--- src/rtl/ddr_init_pkg.sv ---
package ddr_init_pkg;

  typedef enum logic [2:0] {
    CMD_NOP    = 3'd0,
    CMD_LDMODE = 3'd1,
    CMD_CLRPD  = 3'd2,
    CMD_PRE    = 3'd3,
    CMD_EMRS   = 3'd4,
    CMD_MRS    = 3'd5,
    CMD_AR     = 3'd6
  } cmd_e;

  localparam int STEPS  = 11;
  localparam int STEP_W = 4;

  typedef struct packed {
    cmd_e code;
    logic use_cs;   // drive the decoded mask
    logic dll_rst;  // DLL reset bit for mode loads
    logic gap;      // wait after this step
  } step_t;

  function automatic step_t step_lut(input logic [STEP_W-1:0] idx);
    step_t s;
    s = '{code: CMD_NOP, use_cs: 1'b0, dll_rst: 1'b0, gap: 1'b1};
    case (idx)
      4'd0:  s = '{code: CMD_LDMODE, use_cs: 1'b0, dll_rst: 1'b1, gap: 1'b1};
      4'd1:  s = '{code: CMD_CLRPD,  use_cs: 1'b0, dll_rst: 1'b0, gap: 1'b1};
      4'd2:  s = '{code: CMD_CLRPD,  use_cs: 1'b1, dll_rst: 1'b0, gap: 1'b1};
      4'd3:  s = '{code: CMD_PRE,    use_cs: 1'b1, dll_rst: 1'b0, gap: 1'b1};
      4'd4:  s = '{code: CMD_EMRS,   use_cs: 1'b1, dll_rst: 1'b0, gap: 1'b1};
      4'd5:  s = '{code: CMD_MRS,    use_cs: 1'b1, dll_rst: 1'b0, gap: 1'b1};
      4'd6:  s = '{code: CMD_PRE,    use_cs: 1'b1, dll_rst: 1'b0, gap: 1'b1};
      4'd7:  s = '{code: CMD_AR,     use_cs: 1'b1, dll_rst: 1'b0, gap: 1'b1};
      4'd8:  s = '{code: CMD_AR,     use_cs: 1'b1, dll_rst: 1'b0, gap: 1'b1};
      4'd9:  s = '{code: CMD_LDMODE, use_cs: 1'b0, dll_rst: 1'b0, gap: 1'b0};
      4'd10: s = '{code: CMD_MRS,    use_cs: 1'b1, dll_rst: 1'b0, gap: 1'b1};
      default: s = '{code: CMD_NOP, use_cs: 1'b0, dll_rst: 1'b0, gap: 1'b1};
    endcase
    return s;
  endfunction

endpackage

--- src/rtl/ddr_init_gap_timer.sv ---
module ddr_init_gap_timer #(
  parameter int WAIT_CYC = 200000,
  localparam int CNT_W = $clog2(WAIT_CYC + 1)
) (
  input  logic clk,
  input  logic rst,
  input  logic load_i,
  output logic expire_o
);

  logic [CNT_W-1:0] cnt_q;

  always_ff @(posedge clk) begin
    if (rst) begin
      cnt_q <= '0;
    end else if (load_i) begin
      cnt_q <= CNT_W'(WAIT_CYC - 1);
    end else if (cnt_q != '0) begin
      cnt_q <= cnt_q - 1'b1;
    end
  end

  assign expire_o = (cnt_q == '0);

  AST_TIMER_RANGE: assert property (@(posedge clk) disable iff (rst)
    32'(cnt_q) < WAIT_CYC);

endmodule

--- src/rtl/ddr_init_mode_gen.sv ---
module ddr_init_mode_gen #(
  parameter int MODE_W = 13
) (
  input  logic [2:0]        cas_code_i,
  input  logic              dll_rst_i,
  output logic [MODE_W-1:0] mode_o
);

  logic [2:0] cas_fld;

  always_comb begin
    case (cas_code_i)
      3'd0:    cas_fld = 3'b011; // CL3
      3'd1:    cas_fld = 3'b110; // CL2.5
      3'd2:    cas_fld = 3'b010; // CL2
      3'd3:    cas_fld = 3'b101; // CL1.5
      default: cas_fld = 3'b110; // fallback CL2.5
    endcase
  end

  always_comb begin
    mode_o      = '0;
    mode_o[2:0] = 3'b010;  // burst of 4
    mode_o[3]   = 1'b0;    // sequential
    mode_o[6:4] = cas_fld;
    mode_o[8]   = dll_rst_i;
  end

endmodule

--- src/rtl/ddr_init_cs_decode.sv ---
module ddr_init_cs_decode #(
  parameter int NUM_CS = 4,
  parameter int BQ_LSB = 2,
  localparam int SEL_W = $clog2(NUM_CS)
) (
  input  logic [SEL_W-1:0]  sel_i,
  input  logic              big_i,
  input  logic [1:0]        bq_i,
  output logic [NUM_CS-1:0] mask_o
);

  for (genvar i = 0; i < NUM_CS; i++) begin : g_bit
    if (i >= BQ_LSB && i < BQ_LSB + 2) begin : g_qual
      assign mask_o[i] = (sel_i == SEL_W'(i)) | (big_i & bq_i[i-BQ_LSB]);
    end else begin : g_plain
      assign mask_o[i] = (sel_i == SEL_W'(i));
    end
  end

endmodule

--- src/rtl/ddr_init_seq.sv ---
module ddr_init_seq
  import ddr_init_pkg::*;
#(
  parameter int NUM_CS   = 4,
  parameter int WAIT_CYC = 200000,
  parameter int MODE_W   = 13,
  parameter logic [MODE_W-1:0] EMODE_VAL = '0,
  localparam int SEL_W = $clog2(NUM_CS)
) (
  input  logic              clk,
  input  logic              rst,
  input  logic              start_i,
  input  logic [SEL_W-1:0]  cs_sel_i,
  input  logic [2:0]        cas_code_i,
  input  logic              bigmem_i,
  input  logic [1:0]        bank_q_i,
  output logic              cmd_vld_o,
  output logic [2:0]        cmd_code_o,
  output logic [NUM_CS-1:0] cs_mask_o,
  output logic              cke_o,
  output logic [MODE_W-1:0] mode_o,
  output logic [MODE_W-1:0] emode_o,
  output logic              done_o
);

  typedef enum logic [1:0] {ST_IDLE, ST_RUN, ST_GAP, ST_DONE} st_e;

  st_e               st_q;
  logic [STEP_W-1:0] step_q;
  logic [SEL_W-1:0]  sel_q;
  logic [2:0]        cas_q;
  logic              big_q;
  logic [1:0]        bq_q;

  step_t             cur;
  logic [MODE_W-1:0] mode_val;
  logic [NUM_CS-1:0] dec_mask;
  logic              tmr_load;
  logic              tmr_expire;

  assign cur      = step_lut(step_q);
  assign tmr_load = (st_q == ST_RUN) && cur.gap;

  ddr_init_gap_timer #(.WAIT_CYC(WAIT_CYC)) u_timer (
    .clk      (clk),
    .rst      (rst),
    .load_i   (tmr_load),
    .expire_o (tmr_expire)
  );

  ddr_init_mode_gen #(.MODE_W(MODE_W)) u_mode (
    .cas_code_i (cas_q),
    .dll_rst_i  (cur.dll_rst),
    .mode_o     (mode_val)
  );

  ddr_init_cs_decode #(.NUM_CS(NUM_CS), .BQ_LSB(2)) u_dec (
    .sel_i  (sel_q),
    .big_i  (big_q),
    .bq_i   (bq_q),
    .mask_o (dec_mask)
  );

  always_ff @(posedge clk) begin
    if (rst) begin
      st_q       <= ST_IDLE;
      step_q     <= '0;
      sel_q      <= '0;
      cas_q      <= '0;
      big_q      <= 1'b0;
      bq_q       <= '0;
      cmd_vld_o  <= 1'b0;
      cmd_code_o <= CMD_NOP;
      cs_mask_o  <= '0;
      cke_o      <= 1'b0;
      mode_o     <= '0;
      emode_o    <= '0;
      done_o     <= 1'b0;
    end else begin
      case (st_q)
        ST_IDLE, ST_DONE: begin
          cmd_vld_o <= 1'b0;
          if (start_i) begin
            sel_q  <= cs_sel_i;
            cas_q  <= cas_code_i;
            big_q  <= bigmem_i;
            bq_q   <= bank_q_i;
            step_q <= '0;
            done_o <= 1'b0;
            st_q   <= ST_RUN;
          end
        end
        ST_RUN: begin
          cmd_vld_o  <= 1'b1;
          cmd_code_o <= cur.code;
          cs_mask_o  <= cur.use_cs ? dec_mask : '0;
          if (cur.code == CMD_LDMODE) begin
            mode_o  <= mode_val;
            emode_o <= EMODE_VAL;
          end
          if (cur.code == CMD_CLRPD) begin
            cke_o <= 1'b1;
          end
          if (cur.gap) begin
            st_q <= ST_GAP;
          end else begin
            step_q <= step_q + 1'b1;
          end
        end
        ST_GAP: begin
          cmd_vld_o <= 1'b0;
          if (tmr_expire) begin
            if (step_q == STEP_W'(STEPS - 1)) begin
              done_o <= 1'b1;
              st_q   <= ST_DONE;
            end else begin
              step_q <= step_q + 1'b1;
              st_q   <= ST_RUN;
            end
          end
        end
        default: st_q <= ST_IDLE;
      endcase
    end
  end

  AST_ONE_CYCLE_STROBE: assert property (@(posedge clk) disable iff (rst)
    (cmd_vld_o && cmd_code_o != CMD_LDMODE) |=> !cmd_vld_o);

  AST_RELEASE_THEN_MRS: assert property (@(posedge clk) disable iff (rst)
    (cmd_vld_o && cmd_code_o == CMD_LDMODE && !mode_o[8]) |=>
    (cmd_vld_o && cmd_code_o == CMD_MRS));

  AST_NO_NOP_STROBE: assert property (@(posedge clk) disable iff (rst)
    cmd_vld_o |-> cmd_code_o != CMD_NOP);

  AST_CKE_STICKY: assert property (@(posedge clk) disable iff (rst)
    cke_o |=> cke_o);

  AST_CKE_BEFORE_CMD: assert property (@(posedge clk) disable iff (rst)
    (cmd_vld_o && (cmd_code_o == CMD_PRE || cmd_code_o == CMD_EMRS ||
                   cmd_code_o == CMD_MRS || cmd_code_o == CMD_AR)) |-> cke_o);

  AST_DONE_SILENT: assert property (@(posedge clk) disable iff (rst)
    done_o |-> !cmd_vld_o);

  AST_DONE_HOLD: assert property (@(posedge clk) disable iff (rst)
    (done_o && !start_i) |=> done_o);

  AST_MASK_PLAIN: assert property (@(posedge clk) disable iff (rst)
    (cmd_vld_o && !big_q && (cmd_code_o == CMD_PRE || cmd_code_o == CMD_MRS ||
                             cmd_code_o == CMD_AR || cmd_code_o == CMD_EMRS))
    |-> $countones(cs_mask_o) == 1);

  AST_MODE_BURST: assert property (@(posedge clk) disable iff (rst)
    (cmd_vld_o && cmd_code_o == CMD_LDMODE) |-> mode_o[3:0] == 4'b0010);

endmodule

--- config.mk ---
export PLATFORM = sky130hd
export DESIGN_NAME = ddr_init_seq
export DESIGN_NICKNAME = d
export VERILOG_FILES = /design/src/rtl/ddr_init_pkg.sv /design/src/rtl/ddr_init_gap_timer.sv /design/src/rtl/ddr_init_mode_gen.sv /design/src/rtl/ddr_init_cs_decode.sv /design/src/rtl/ddr_init_seq.sv
export SDC_FILE = /design/constraint.sdc
export NUM_CORES = 1
export LEC_CHECK = 0
export ABC_AREA = 1
export CORE_MARGIN = 5
export CORE_UTILIZATION = 57
export DETAILED_ROUTE_END_ITERATION = 16
export PLACE_DENSITY = 0.84
export SLEW_MARGIN = 20
export SYNTH_ARGS = -nofsm -noshare
export SYNTH_HDL_FRONTEND = slang
export SYNTH_SLANG_ARGS = --single-unit
--- constraint.sdc ---
create_clock -name clk -period 6 [get_ports clk]
set_input_delay 1.2 -clock clk [delete_from_list [all_inputs] [get_ports clk]]
set_output_delay 1.2 -clock clk [all_outputs]
set_load 0.005 [all_outputs]
==> metrics.yaml <==
floorplanning:
  die_w_um: 78.99
  core-area_mm2: 0.004661
  rows: 25
  io_pins: 47
  initial_core_util_pct: 58.20
  fp.dieArea_mm2: 0.006239
  die_h_um: 78.99
setup_path:
  crit_start: "rst"
  worstPathCellList: "clkdlybuf4s50_1 -> inv_1 -> o211ai_2 -> ha_1 -> or2_2 -> nand2_2 -> nand2_1"
  cp_max_fo: 24
  r2r_cells: 13
  crit_required_ns: 6.21
  end_kind: "flip-flop"
  cp_slowest_cell: "clkdlybuf4s50_1"
  crit_type: "in2reg"
  rr_endpoint: "cur[5]$_DFF_P_"
  worst_setup_path_start_kind: "input pin"
  reg2reg_setup_slack_ns: 3.50
  r2r-start: "u_timer.cnt_q[0]$_SDFFE_PP0P_"
  critPathArrivalTime_ns: 3.75
  worst_path_largest_cell_delay_ns: 0.78
sta:
  fmax_ghz: 0.2819
  finalHoldViolCount: 0
  hold-worst-slack_ns: 0.4690
  rsz0062_at_grt: "no"
  setup-violations-final: 0
  layout_min_cycle_time_ns: 3.547
  skew_ns: 0.009260
  fin_crit_sh_pct: 59.12
  worst_pin_slew_ns: 0.7821
  setup_tns_ns: 0
  slew_headroom_pct: 47.80
  slew_viol_final: 0
  worst_slack_ns: 2.453
synth:
  yosysUniqueCellTypes: 35
  synth_commonest_cells: "53 x dfxtp_1, 49 x nand2_1, 48 x nor2_1, 43 x inv_1, 25 x o21ai_0"
  synth_top_area_share_pct: 39.11
  yosys.area.top_type: "dfxtp_1"
  ys_async_sr_fraction_pct: 0
  synthCells: 359
  yosysMostFrequentCell: "dfxtp_1"
  synth_edf_count: 0
  yosysSeqAreaShare_pct: 39.11
  synth_area_per_cell_um2: 7.556
  netlist_area_mm2: 0.002713
  ys_warn_count: 0
  synth.area.top_cells: "dfxtp_1 39%, nand2_1 6.8%, nor2_1 6.6%"
  ys.flop_type: "dfxtp_1"
  synth.ff_latch_count: 53
pwr:
  seq_power_share_pct: 35.1
  powerDensity_mw_per_mm2: 546.1
  power.total_mw: 1.652
  sw_frac_of_total_pct: 43.70
  switchingPower_uw: 721.9
  leakage_nw: 1.336
  power_frac_comb_pct: 49.8
  ir_drop_mv: 0.3040
  p_int_uw: 930.2
  clockPowerShare_pct: 15.1
global_route:
  grt_util_all_layers_pct: 17.94
  antenna_found_initial: 0
  grt_overflow: 0
  grt_max_degree: 25
  grt_pass1_vias: 2079
  grt_pass1_wl_um: 8838
final_layout:
  nFillCells: 410
  multiInputGateArea_mm2: 0.001356
  ff_latch_area_mm2: 0.001061
  syn_to_final_growth_pct: 11.53
  stdcell_area_mm2: 0.003025
  antenna_cells: 0
  drive_gt1_share_pct: 9.922
  nets: 401
clocking:
  cts_hold_buf: 0
  cts_buffers: 5
  root_buffer: "clkbuf_8"
  cts_resized: 0
  htree_levels: 2
  clockBufferDepth: 2
  cts_setup_buffers: 0
  cts_tree: "done"
  clk_latency_ns: 0.31
  numClockSinks: 53
  clk_pin_slew_ns: 0.09
worst_hold_path:
  hold_path_depth: 2
  hold_start: "cur[4]$_DFF_P_"
  hp-class: "reg2reg"
  min_to: "cmd_code_o[1]$_SDFFE_PP0N_"
placed_design:
  place_area_mm2: 0.002909
  io_buffers: 25
  dp_hpwl_um: 4113
  dp_slack_ns: 2.143
  gp_congestion: 0.8615
drt:
  drt_iter0_drc: 143
  vias: 2254
  wl_per_cell_um: 12.30
  totalWireLength_um: 5376
  drtPass1Iterations: 4
  viasPerCell: 5.158
  ant_nets: 0
  route.detailed.drc: 0
run_status:
  status: "completed"
flow_run:
  drv_cap: 0
worst max-delay path: cells and delay by family:
| family | cells | cell delay (ns) |
|---|---|---|
| buf+inv | 2 | 1.56 |
| fa+ha+maj | 1 | 0.28 |
| compound gates | 1 | 0.27 |
| simple gates | 3 | 0.43 |
kinds of logic (layout without fill, tap and decap cells):
group	Yosys count	in the layout	share of synthesized area [%]
simple gates	157	157	29.70
xor+xnor	3	3	0.9688
buf+inv	75	79	13.65
compound gates	62	62	12.73
fa+ha+maj	8	8	3.690
other cells	1	21	0.1382
flops	53	53	39.11
power by group through the flow:
stage / sequential (mW) / combinational [mW] / clock (mW)
3_5_place_dp: 0.586 / 0.822 / 0
4_1_cts: 0.579 / 0.826 / 0.256
6_report: 0.580 / 0.823 / 0.249
5_1_grt: 0.597 / 0.929 / 0.271
3_3_place_gp: 0.582 / 0.791 / 0
2_1_floorplan: 0.566 / 0.659 / 0
sequential cells by signal (all words and copies together) (netlist names):
signal	flops
sel_q	2
step_q	4
u_timer.cnt_q	18
big_q	1
mode_o	5
done_o	1
cmd_vld_o	1
st_q	2
bq_q	2
cs_mask_o	4
cmd_code_o	3
cas_q	3
cke_o	1
cur	6
per-layer routing:
| layer | up-vias | track usage, % | share of wire (%) |
|---|---|---|---|
| met5 | - | 0 | 0 |
| met4 | 0 | 5.842 | 1.2 |
| met3 | 5 | 4.649 | 5.5 |
| met2 | 50 | 32.24 | 50 |
| met1 | 1037 | 20.59 | 43 |
| li1 | 1162 | - | - |
through the flow:
stage               std cells  utilization (%)
floorplan                 379                -
finish                    437            64.91
CTS                       437            64.91
global route              437            64.91
detailed placement        429            62.42
global placement          429            62.42
final cells by class:
class / count / share of cell area [%]
multi-input combinational: 251 / 44.83
tap: 54 / 2.233
sequential: 53 / 35.07
clock buffer: 7 / 2.854
inverter: 46 / 5.749
clock inverter: 1 / 0.9926
timing repair buffer: 25 / 8.271
placed cells by master (no fill, tap or decap), types with 2 or more instances in the layout:
master | synthesis | routed
dfxtp_1 | 53 | 53
nand2_1 | 49 | 49
nor2_1 | 48 | 48
inv_1 | 43 | 43
o21ai_0 | 25 | 25
clkdlybuf4s50_1 | 0 | 25
a21oi_1 | 24 | 24
conb_1 | 1 | 21
nand3_1 | 15 | 15
nor3_1 | 10 | 10
nand4_1 | 8 | 8
ha_1 | 8 | 8
nor2_4 | 6 | 6
nand2_2 | 6 | 6
a31oi_1 | 6 | 6
clkbuf_8 | 0 | 6
nand3_4 | 3 | 3
nor2_2 | 2 | 2
nand2_4 | 2 | 2
or2_2 | 2 | 2
nand3_2 | 2 | 2
nand4_2 | 2 | 2
inv_2 | 2 | 2
o31ai_1 | 2 | 2
xnor2_1 | 2 | 2
worst max path at each step:
stage / endpoint / cells after the start
after global routing: cur[2]$_DFF_P_ / 7
after detailed placement: cur[5]$_DFF_P_ / 7
after floorplan: cur[2]$_DFF_P_ / 10
after CTS: cur[5]$_DFF_P_ / 7
after global placement: cur[5]$_DFF_P_ / 7
final: cur[5]$_DFF_P_ / 7
(Power assumes the default switching activity.)
